File: config.mk
export PLATFORM = sky130hd
export DESIGN_NAME = sys_reset_ctrl
export DESIGN_NICKNAME = d
export VERILOG_FILES = /design/src/rtl/rst_ctrl_pkg.sv /design/src/rtl/rst_debounce.sv /design/src/rtl/rst_key_match.sv /design/src/rtl/sys_reset_ctrl.sv
export SDC_FILE = /design/constraint.sdc
export NUM_CORES = 1
export LEC_CHECK = 0
export BUFFER_PORTS_ARGS = -buffer_cell sky130_fd_sc_hd__buf_4
export CORE_MARGIN = 2
export CORE_UTILIZATION = 55
export DETAILED_ROUTE_END_ITERATION = 6
export MAX_ROUTING_LAYER = met4
export PLACE_DENSITY = 0.69
export SLEW_MARGIN = 10
export SYNTH_ARGS = -nofsm -noshare
export SYNTH_HDL_FRONTEND = slang
export SYNTH_SLANG_ARGS = --single-unit
File: constraint.sdc
create_clock -name clk -period 2.1 [get_ports clk]
set_input_delay 0.42 -clock clk [delete_from_list [all_inputs] [get_ports clk]]
set_output_delay 0.42 -clock clk [all_outputs]
set_load 0.05 [all_outputs]
File: src/rtl/rst_ctrl_pkg.sv
package rst_ctrl_pkg;
  localparam int NUM_KEYS = 4;

  // Chord mask for a key selection setting: 0 none, 1 keys[1:0], 2 keys[2:0], 3 keys[3:0]
  function automatic logic [NUM_KEYS-1:0] chord_mask(input int sel);
    logic [NUM_KEYS-1:0] m;
    m = '0;
    for (int i = 0; i < NUM_KEYS; i++) begin
      if (sel > 0 && i <= sel) m[i] = 1'b1;
    end
    return m;
  endfunction
endpackage

File: src/rtl/rst_debounce.sv
module rst_debounce #(
  parameter int LEN = 164
) (
  input  logic clk,
  input  logic arst_n,
  input  logic din,
  output logic dout
);
  localparam int CW = $clog2(LEN + 1);
  localparam logic [CW-1:0] LIM = CW'(LEN);

  logic [CW-1:0] cnt_q, cnt_d;
  logic          out_q, out_d;

  always_comb begin
    if (!din)
      cnt_d = '0;
    else if (cnt_q == LIM)
      cnt_d = cnt_q;
    else
      cnt_d = cnt_q + 1'b1;
    out_d = (cnt_d == LIM);
  end

  always_ff @(posedge clk or negedge arst_n) begin
    if (!arst_n) begin
      cnt_q <= '0;
      out_q <= 1'b0;
    end else begin
      cnt_q <= cnt_d;
      out_q <= out_d;
    end
  end

  assign dout = out_q;


  low_drops_chk: assert property (@(posedge clk) disable iff (!arst_n)
    !din |=> !dout);


  rise_needs_high_chk: assert property (@(posedge clk) disable iff (!arst_n)
    $rose(dout) |-> $past(din));
endmodule

File: src/rtl/rst_key_match.sv
module rst_key_match
  import rst_ctrl_pkg::*;
#(
  parameter int KEY_SEL = 3
) (
  input  logic [NUM_KEYS-1:0] keys,
  output logic                chord
);
  localparam logic [NUM_KEYS-1:0] MASK = chord_mask(KEY_SEL);

  generate
    if (KEY_SEL == 0) begin : g_off
      assign chord = 1'b0;
    end else begin : g_on
      assign chord = ((keys & MASK) == MASK);
    end
  endgenerate
endmodule

File: src/rtl/sys_reset_ctrl.sv
module sys_reset_ctrl
  import rst_ctrl_pkg::*;
#(
  parameter int KEY_SEL    = 3,
  parameter bit HOLD_EN    = 1'b1,
  parameter int REJECT_CYC = 164,
  parameter int HOLD_CYC   = 49152
) (
  input  logic                clk,
  input  logic                arst_n,
  input  logic                osc_ok,
  input  logic                rst_pin,
  input  logic [NUM_KEYS-1:0] keys,
  input  logic                wdt_ovf,
  output logic                sys_rst
);
  logic pin_flt, chord_raw, chord_flt, chord_ok;
  logic req_any;
  logic stretch_q, stretch_d;
  logic rst_q, rst_d;

  rst_debounce #(.LEN(REJECT_CYC)) u_pin_flt (
    .clk(clk), .arst_n(arst_n), .din(rst_pin), .dout(pin_flt)
  );

  rst_key_match #(.KEY_SEL(KEY_SEL)) u_match (
    .keys(keys), .chord(chord_raw)
  );

  rst_debounce #(.LEN(REJECT_CYC)) u_key_flt (
    .clk(clk), .arst_n(arst_n), .din(chord_raw), .dout(chord_flt)
  );

  generate
    if (HOLD_EN) begin : g_hold
      rst_debounce #(.LEN(HOLD_CYC)) u_hold (
        .clk(clk), .arst_n(arst_n), .din(chord_flt), .dout(chord_ok)
      );
    end else begin : g_nohold
      assign chord_ok = chord_flt;
    end
  endgenerate

  always_comb begin
    req_any   = pin_flt | chord_ok | wdt_ovf | ~osc_ok;
    stretch_d = req_any;
    rst_d     = req_any | stretch_q;
  end

  always_ff @(posedge clk or negedge arst_n) begin
    if (!arst_n) begin
      stretch_q <= 1'b1;
      rst_q     <= 1'b1;
    end else begin
      stretch_q <= stretch_d;
      rst_q     <= rst_d;
    end
  end

  assign sys_rst = rst_q;


  wdt_hits_chk: assert property (@(posedge clk) disable iff (!arst_n)
    wdt_ovf |=> sys_rst);


  osc_hold_chk: assert property (@(posedge clk) disable iff (!arst_n)
    !osc_ok |=> sys_rst);


  release_stretch_chk: assert property (@(posedge clk) disable iff (!arst_n)
    $fell(sys_rst) |-> ($past(osc_ok) && !$past(wdt_ovf)));
endmodule

# Yosys cells after proc, flatten, opt, wreduce, memory -nomap -nowiden
# Index checks and enable logic that the tools add are counted.
# totals
regBits	37
in_bits	9
out_inout_bits	1
wordCells	29
# classes
addsub	3
n_eq_ne	7
n_mux	6
bitwise	5
# ops
cell	n
16-bit equality test (second input constant)	2
8-bit equality test (second input constant)	4
16-bit 2-to-1 mux	2
8-bit 2-to-1 mux	4
16-bit by 1-bit adder with 16-bit output (second input constant)	1
8-bit by 1-bit adder with 8-bit output (second input constant)	2
4-bit equality test (second input constant)	1
1-bit bitwise OR	4
1-bit inverter	1

# Logic depth before layout (Yosys ltp)
# Gate-level depths: netlist of run 1.
# depth
depth_word	4
ltp_mapped	7
ltp_nobuf	7

# By module
# From an unflattened synthesis of run 1, not the netlist that was laid out.
# unflattened
cells_unflattened	232
area_unflattened_um2	2283.4
# by_module_without_submodules
mod	n_inst	cells_each	area_each_um2	seq_area_each_um2
rst_debounce at g_hold.u_hold	1	119	1156.1	425.4
rst_debounce at u_key_flt ...	2	54	523.0	225.2
sys_reset_ctrl	1	4	72.6	52.6
rst_key_match	1	1	8.8	0.0

# Worst setup path before layout of run 1
# No wires, ideal clock.
# synth_path
path_type	reg2reg
startpoint	reg g_hold.u_hold.cnt_q[1]
endpoint	reg g_hold.u_hold.out_q, in the netlist g_hold.u_hold.dout
setup_time_ns	0.068
t_arrival_ns	1.877
required_ns	2.032
slack_ns	0.155
stages_incl_launch_ff	8
path_buffers	1
synth_period_minus_slack_ns	1.945
path_cell_list	dfrtp_1 > ha_1 > clkbuf_1 > nand4_1 > nor4_1 > mux2i_1 > o311ai_0 > and4bb_1
# synth_between
elab_chain_len	4
word_cells_on_any_way	5
cone_classes	1 x add/sub; 2 x eq/ne; 2 x mux
# synth_rtl
element	line	rtl
from (decl)	rst_debounce.sv:12	logic [CW-1:0] cnt_q, cnt_d;
from (signal assigned)	rst_debounce.sv:30	cnt_q <= cnt_d;
16-bit by 1-bit adder with 16-bit output / 16-bit equality test (equally long branches)	rst_debounce.sv:21, rst_debounce.sv:18	
16-bit 2-to-1 mux *	rst_debounce.sv:18	else if (cnt_q == LIM)
16-bit 2-to-1 mux *	rst_debounce.sv:16	if (!din)
via g_hold.u_hold.cnt_d[14]	rst_debounce.sv:12	
16-bit equality test *	rst_debounce.sv:22	out_d = (cnt_d == LIM);
via g_hold.u_hold.out_d	rst_debounce.sv:13	logic out_q, out_d;
to (signal assigned)	rst_debounce.sv:31	out_q <= out_d;
to (decl)	rst_debounce.sv:13	
# The timed path passes the listed nets; every way through them passes the cells marked *.

# Final worst setup path of run 1
# layout_path
startpoint	reg g_hold.u_hold.cnt_q[3]
endpoint	reg g_hold.u_hold.out_q, in the netlist g_hold.u_hold.dout
# layout_between
elab_chain_len	4
word_cells_on_any_way	5
cone_classes	1 x add/sub; 2 x eq/ne; 2 x mux
# layout_rtl
element	line
16-bit by 1-bit adder with 16-bit output / 16-bit equality test (equally long branches)	rst_debounce.sv:21, rst_debounce.sv:18
16-bit 2-to-1 mux *	rst_debounce.sv:18
16-bit 2-to-1 mux *	rst_debounce.sv:16
16-bit equality test *	rst_debounce.sv:22
via g_hold.u_hold.out_d	rst_debounce.sv:13
# Marks and branches as above.

==> results.sh, run 1 <==
export IMPL_outcome="finished clean"
export IMPL_hold_viol=0
export IMPL_setup_viol=0
export IMPL_synthFlopType="dfrtp_1"
export IMPL_placed_cells=285
export IMPL_power_density_mw_per_mm2=536
export IMPL_placed_cell_area_mm2=0.00228
export IMPL_final_util_pct=64.5
export IMPL_clkLatencyLatePin_ps=280
export IMPL_yosysWarnings=0
export IMPL_period_minus_slack_ps=1970
export IMPL_post_cts_setup_buffers=0
export IMPL_gp_congestion=0.929
export IMPL_worstPathMaxFanout=8
export IMPL_slew_headroom_pct=69.4
export IMPL_drive_gt1_share_pct=12.7
export IMPL_num_vias=1683
export IMPL_chipWidth_um=66.5
export IMPL_worst_pin_slew_ps=456
export IMPL_cp_arrival_ps=2180
export IMPL_ys_ff_latch=37
export IMPL_power_switching_uw=272
export IMPL_vdd_drop_max_mv=0.433
export IMPL_yosys_cell_types_count=48
export IMPL_cts_buffers_inserted=5
export IMPL_die_h_um=66.5
export IMPL_grt_overflow=0
export IMPL_min_period_over_period_pct=93.6
export IMPL_firstDrtPassIters=4
export IMPL_dr_wl_met2_um=1940
export IMPL_p_clk_share_pct=38.6
export IMPL_postRouteAntennaNets=0
export IMPL_route_met3_wl_um=136
export IMPL_antenna_found_initial=0
export IMPL_fin_nets=259
export IMPL_syn_num_nets=245
export IMPL_fmax_mhz=509
export IMPL_path_class="flop to flop"
export IMPL_grt_usage_pct=21.7
export IMPL_netlist_instances=230
export IMPL_drt_total_wl_um=4050
export IMPL_htreeDepth=2
export IMPL_drc=0
export IMPL_async_reset_ff_share_pct=100
export IMPL_wl_met1_um=1940
export IMPL_grt_pass1_vias=1604
export IMPL_cap_violations=0
export IMPL_end_kind="flop"
export IMPL_grt_max_degree=38
export IMPL_fin_setup_tns_ps=0
export IMPL_drt_iter0_drc=119
export IMPL_top_layer_used="met4"
export IMPL_synthToLayoutAreaGrowth_pct=11.5
export IMPL_vias_per_cell=5.74
export IMPL_cellInternalPower_mw=1.01
export IMPL_clock_skew_final_ps=5.37
export IMPL_hold_class="primary input to asynchronous set/reset pin"
export IMPL_combPwrFrac_pct=4.6
export IMPL_syn_area_per_cell_um2=9.34
export IMPL_ioPinCount=10
export IMPL_dp_hpwl_um=2950
export IMPL_rsz0062_at_grt="false"
export IMPL_syn_area_mm2=0.00215
export IMPL_worstRegToRegCells=5
export IMPL_io_buffer_count=9
export IMPL_coreArea_mm2=0.00372
export IMPL_cp_required_ps=2320
export IMPL_wl_per_cell_um=13.8
export IMPL_dieArea_mm2=0.00442
export IMPL_clockRootBuffer="clkbuf_8"
export IMPL_rows=22
export IMPL_startpoint_type="flop"
export IMPL_diodes=0
export IMPL_synth_edf_count=0
export IMPL_report_final_slew_viol_count=0
export IMPL_design_area_mm2=0.00240
export IMPL_clk_pin_slew_ps=70
export IMPL_leakagePower_nw=0.925
export IMPL_final_cells=293
export IMPL_initial_core_util_pct=57.8
export IMPL_cts_buffer_depth=2
export IMPL_grt_first_pass_wirelength_um=7150
export IMPL_p_sw_share_pct=21.2
export IMPL_synth_seq_area_share_pct=43.2
export IMPL_seqPwrFrac_pct=56.8
export IMPL_cts_tree="done"
export IMPL_cts_sinks=37
## path summary, 6_finish.rpt
kind | from | end | slack (ps)
min in group clk | wdt_ovf | stretch_q | 360
max in group asynchronous | arst_n | g_hold.u_hold.cnt_q[0] | 1660
worst max register to register | g_hold.u_hold.cnt_q[3] | g_hold.u_hold.dout | 130
worst max-delay path | g_hold.u_hold.cnt_q[3] | g_hold.u_hold.dout | 130
worst min register to register | u_pin_flt.dout | stretch_q | 480
worst min-delay path | arst_n | g_hold.u_hold.cnt_q[14] | 80
## cell usage in the layout, fill, tap and decap left out, types with 4 or more instances in the layout
| cell | n |
|---|---|
| buf_4 | 13 |
| nand2_1 | 17 |
| inv_1 | 10 |
| nor2_1 | 25 |
| clkbuf_8 | 6 |
| nand4_1 | 7 |
| a21oi_1 | 5 |
| xnor2_1 | 17 |
| mux2i_1 | 4 |
| nand3_1 | 16 |
| dfrtp_1 | 34 |
| nand2b_1 | 8 |
| nor2b_1 | 4 |
| nor3_1 | 13 |
| ha_1 | 5 |
| xor2_1 | 9 |
## layer usage
layer / vias up / global-route usage, %
li1: 839 / -
met1: 806 / 29.0
met2: 32 / 32.1
met3: 6 / 6.25
met4: 0 / 6.89
met5: - / -
## synth_stat cells (5+ instances only)
cell / count / area (um2)
nand2_1: 17 / 63.8
nand2b_1: 8 / 50.1
inv_1: 10 / 37.5
xnor2_1: 17 / 149
nor3_1: 14 / 70.1
nand3_1: 16 / 80.1
dfrtp_1: 35 / 876
ha_1: 6 / 75.1
a21oi_1: 5 / 25.0
nor2_1: 25 / 93.8
nand4_1: 7 / 43.8
xor2_1: 9 / 78.8
## final cells by class
type / instances / area [um2]
flip-flops and latches: 37 / 930
repair buffers: 13 / 97.6
inverters: 11 / 41.3
clock buffers: 8 / 90.1
well taps: 48 / 60.1
multi-input cells: 176 / 1180
fillers: 310 / 1320
## through the flow
step / hold WS [ps] / total power [mW] / setup slack (ps)
floorplan: 124 / 0.767 / 155
global placement: 401 / 0.800 / 167
detailed placement: 409 / 0.802 / 29.2
CTS: 103 / 1.31 / 27.7
global route: 106 / 1.35 / 22.7
finish: 83.6 / 1.29 / 133
## power groups by stage
stage | registers, mW | logic, mW | clock network, mW
after floorplan | 0.743 | 0.0245 | 0
after global placement | 0.742 | 0.0576 | 0
after detailed placement | 0.743 | 0.0597 | 0
after CTS | 0.729 | 0.0602 | 0.518
after global routing | 0.730 | 0.0679 | 0.555
final | 0.730 | 0.0590 | 0.496
## critical path, cell delays in order (launching register included)
cell and delay (ps):
dfrtp_1 520, nand3_4 140, or3_4 440, or4_1 510, nand3_1 100, and4bb_1 190
## registers in the layout (all words and copies together) (netlist names)
register / count
g_hold.u_hold.cnt_q: 16
g_hold.u_hold.dout: 1
stretch_q: 1
sys_rst: 1
u_key_flt.cnt_q: 8
u_key_flt.dout: 1
u_pin_flt.cnt_q: 8
u_pin_flt.dout: 1
## timing repair
item / CTS / global route
hold buffers: 0 / 0
endpoints found under the hold margin: 0 / 0
endpoints found under the setup margin: 0 / 2
gates resized for setup: 0 / 5
## cells by family after synthesis
logic type	Yosys count	share of synthesized area, %
and+or+nand+nor	118	30.6
DFF	37	43.2
xor gates and xnor gates	26	10.6
AOI/OAI and AO/OA	22	7.16
buffers and inverters	17	3.09
adders and majority gates	6	3.49
muxes	4	1.86
(Power assumes the default switching activity.)
==> run 2, diff against run 1 <==
--- a/config.mk
+++ b/config.mk
@@ -6,11 +6,14 @@
 export NUM_CORES = 1
 export LEC_CHECK = 0
 export BUFFER_PORTS_ARGS = -buffer_cell sky130_fd_sc_hd__buf_4
+export CELL_PAD_IN_SITES_DETAIL_PLACEMENT = 2
+export CELL_PAD_IN_SITES_GLOBAL_PLACEMENT = 2
 export CORE_MARGIN = 2
-export CORE_UTILIZATION = 55
+export CORE_UTILIZATION = 39
 export DETAILED_ROUTE_END_ITERATION = 6
 export MAX_ROUTING_LAYER = met4
-export PLACE_DENSITY = 0.69
+export PLACE_DENSITY = 0.75
+export SETUP_SLACK_MARGIN = 0.02
 export SLEW_MARGIN = 10
 export SYNTH_ARGS = -nofsm -noshare
 export SYNTH_HDL_FRONTEND = slang
==> run 2 against run 1 <==
Net effect: flip-flop and latch count stayed put; design area is 2.8% higher; fmax is 0.42% lower; via count is 5.9% higher; largest cell class unchanged.
==> results.sh, run 2 (same netlist as run 1, synthesis figures left out) <==
export IMPL_gp_congestion=0.899
export IMPL_cts_buffers_inserted=5
export IMPL_synthToLayoutAreaGrowth_pct=14.6
export IMPL_end_kind="flop"
export IMPL_slew_headroom_pct=66.2
export IMPL_fmax_mhz=506
export IMPL_wl_per_cell_um=17.7
export IMPL_leakagePower_nw=0.947
export IMPL_seqPwrFrac_pct=55.9
export IMPL_outcome="finished clean"
export IMPL_design_power_total_mw=1.30
export IMPL_period_minus_slack_ps=1970
export IMPL_hold_class="primary input to asynchronous set/reset pin"
export IMPL_layout_common_cells="32 x dfrtp_1, 25 x nor2_1, 18 x buf_4, 17 x xnor2_1, 17 x nand2_1"
export IMPL_worstPathMaxFanout=6
export IMPL_clockRootBuffer="clkbuf_8"
export IMPL_crit_start="g_hold.u_hold.cnt_q[1]"
export IMPL_worst_pin_slew_ps=504
export IMPL_cts_buffer_depth=2
export IMPL_drive_gt1_share_pct=16.4
export IMPL_largest_register_ffs=16
export IMPL_die_h_um=78.2
export IMPL_hold_slack_ps=67.0
export IMPL_initial_core_util_pct=39.7
export IMPL_p_clk_share_pct=39.0
export IMPL_cts_tree="done"
export IMPL_coreArea_mm2=0.00541
export IMPL_vdd_drop_max_mv=0.232
export IMPL_num_vias=1782
export IMPL_firstDrtPassIters=4
export IMPL_io_buffer_count=9
export IMPL_grt_overflow=0
export IMPL_cellInternalPower_uw=976
export IMPL_path_class="flop to flop"
export IMPL_diodes=0
export IMPL_hold_viol=0
export IMPL_htreeDepth=2
export IMPL_drt_total_wl_um=5690
export IMPL_final_common_cell="dfrtp_1"
export IMPL_top_register="g_hold.u_hold.cnt_q"
export IMPL_placed_cell_area_mm2=0.00233
export IMPL_final_cells=322
export IMPL_drc=0
export IMPL_vias_per_cell=5.53
export IMPL_min_period_over_period_pct=94.0
export IMPL_dieArea_mm2=0.00612
export IMPL_drt_iter0_drc=53
export IMPL_largestRegisters="g_hold.u_hold.cnt_q (16), u_key_flt.cnt_q (8), u_pin_flt.cnt_q (8)"
export IMPL_report_final_slew_viol_count=0
export IMPL_grt_pass1_vias=2033
export IMPL_fin_nets=264
export IMPL_clock_skew_final_ps=8.41
export IMPL_cp_required_ps=2290
export IMPL_antenna_found_initial=0
export IMPL_cap_violations=0
export IMPL_p_sw_share_pct=24.9
export IMPL_design_area_mm2=0.00246
export IMPL_grt_usage_pct=20.7
export IMPL_cts_sinks=37
export IMPL_rsz0062_at_grt="false"
export IMPL_clk_pin_slew_ps=80
export IMPL_grt_max_degree=38
export IMPL_dp_hpwl_um=4210
export IMPL_power_density_mw_per_mm2=528
export IMPL_rows=27
export IMPL_startpoint_type="flop"
export IMPL_ioPinCount=10
export IMPL_holdBufCountCts=0
export IMPL_combPwrFrac_pct=5.1
export IMPL_power_switching_uw=324
export IMPL_r2r_start="g_hold.u_hold.cnt_q[1]"
export IMPL_grt_first_pass_wirelength_um=9690
export IMPL_setup_viol=0
export IMPL_cp_arrival_ps=2170
export IMPL_clkLatencyLatePin_ps=300
export IMPL_chipWidth_um=78.2
export IMPL_postRouteAntennaNets=0
export IMPL_placed_cells=312
## run 2: path summary, 6_finish.rpt
| path | cells after the start | slack, ps | to |
|---|---|---|---|
| setup reg to reg | 7 | 130 | g_hold.u_hold.dout |
| hold reg to reg | 1 | 510 | stretch_q |
| hold / removal | 1 | 70 | g_hold.u_hold.cnt_q[8] |
| min in group clk | 2 | 350 | stretch_q |
| max in group asynchronous | 1 | 1650 | stretch_q |
| setup / recovery | 7 | 130 | g_hold.u_hold.dout |
## run 2: through the flow
step | setup WS [ps] | TNS [ps] | util [%]
after floorplan | 155 | 0 | -
after global placement | 164 | 0 | 43.2
after detailed placement | -20.7 | -20.7 | 43.2
after CTS | 39.7 | 0 | 44.9
after global routing | 28.1 | 0 | 45.6
final | 125 | 0 | 45.6
## run 2: layout make-up
cell class	instances	area, um2
multi-input combinational	176	1180
timing repair buffer	18	135
fill	603	2940
clock buffer	5	68.8
sequential	37	932
clock inverter	3	17.5
tap	72	90.1
inverter	11	41.3
## run 2: repair_timing
action / 4_1_cts / 5_1_grt
setup endpoints to repair: 1 / 2
resized for setup: 2 / 6
endpoints found under the hold margin: 0 / 0
setup buffers: 0 / 2
pin swaps: 0 / 1
## run 2: worst max-delay path, cell delays in order (launching register included)
cell	delay [ps]
dfrtp_2	470
inv_1	130
ha_1	170
and4bb_2	240
nand2_1	110
o21a_1	210
o311ai_0	300
and4bb_1	250
## run 2: routing by layer
layer	vias to the layer above	global-route usage (%)	wire, um
li1	848	-	-
met1	907	23.2	2470
met5	-	-	0
met3	12	3.56	101
met4	0	7.72	143
met2	15	37.0	2970
## run 2: power by group through the flow
stage	logic [mW]	registers, mW	clock network [mW]
floorplan	0.0245	0.743	0
global placement	0.0639	0.741	0
detailed placement	0.0673	0.741	0
CTS	0.0678	0.727	0.525
global route	0.0760	0.728	0.548
finish	0.0657	0.727	0.507
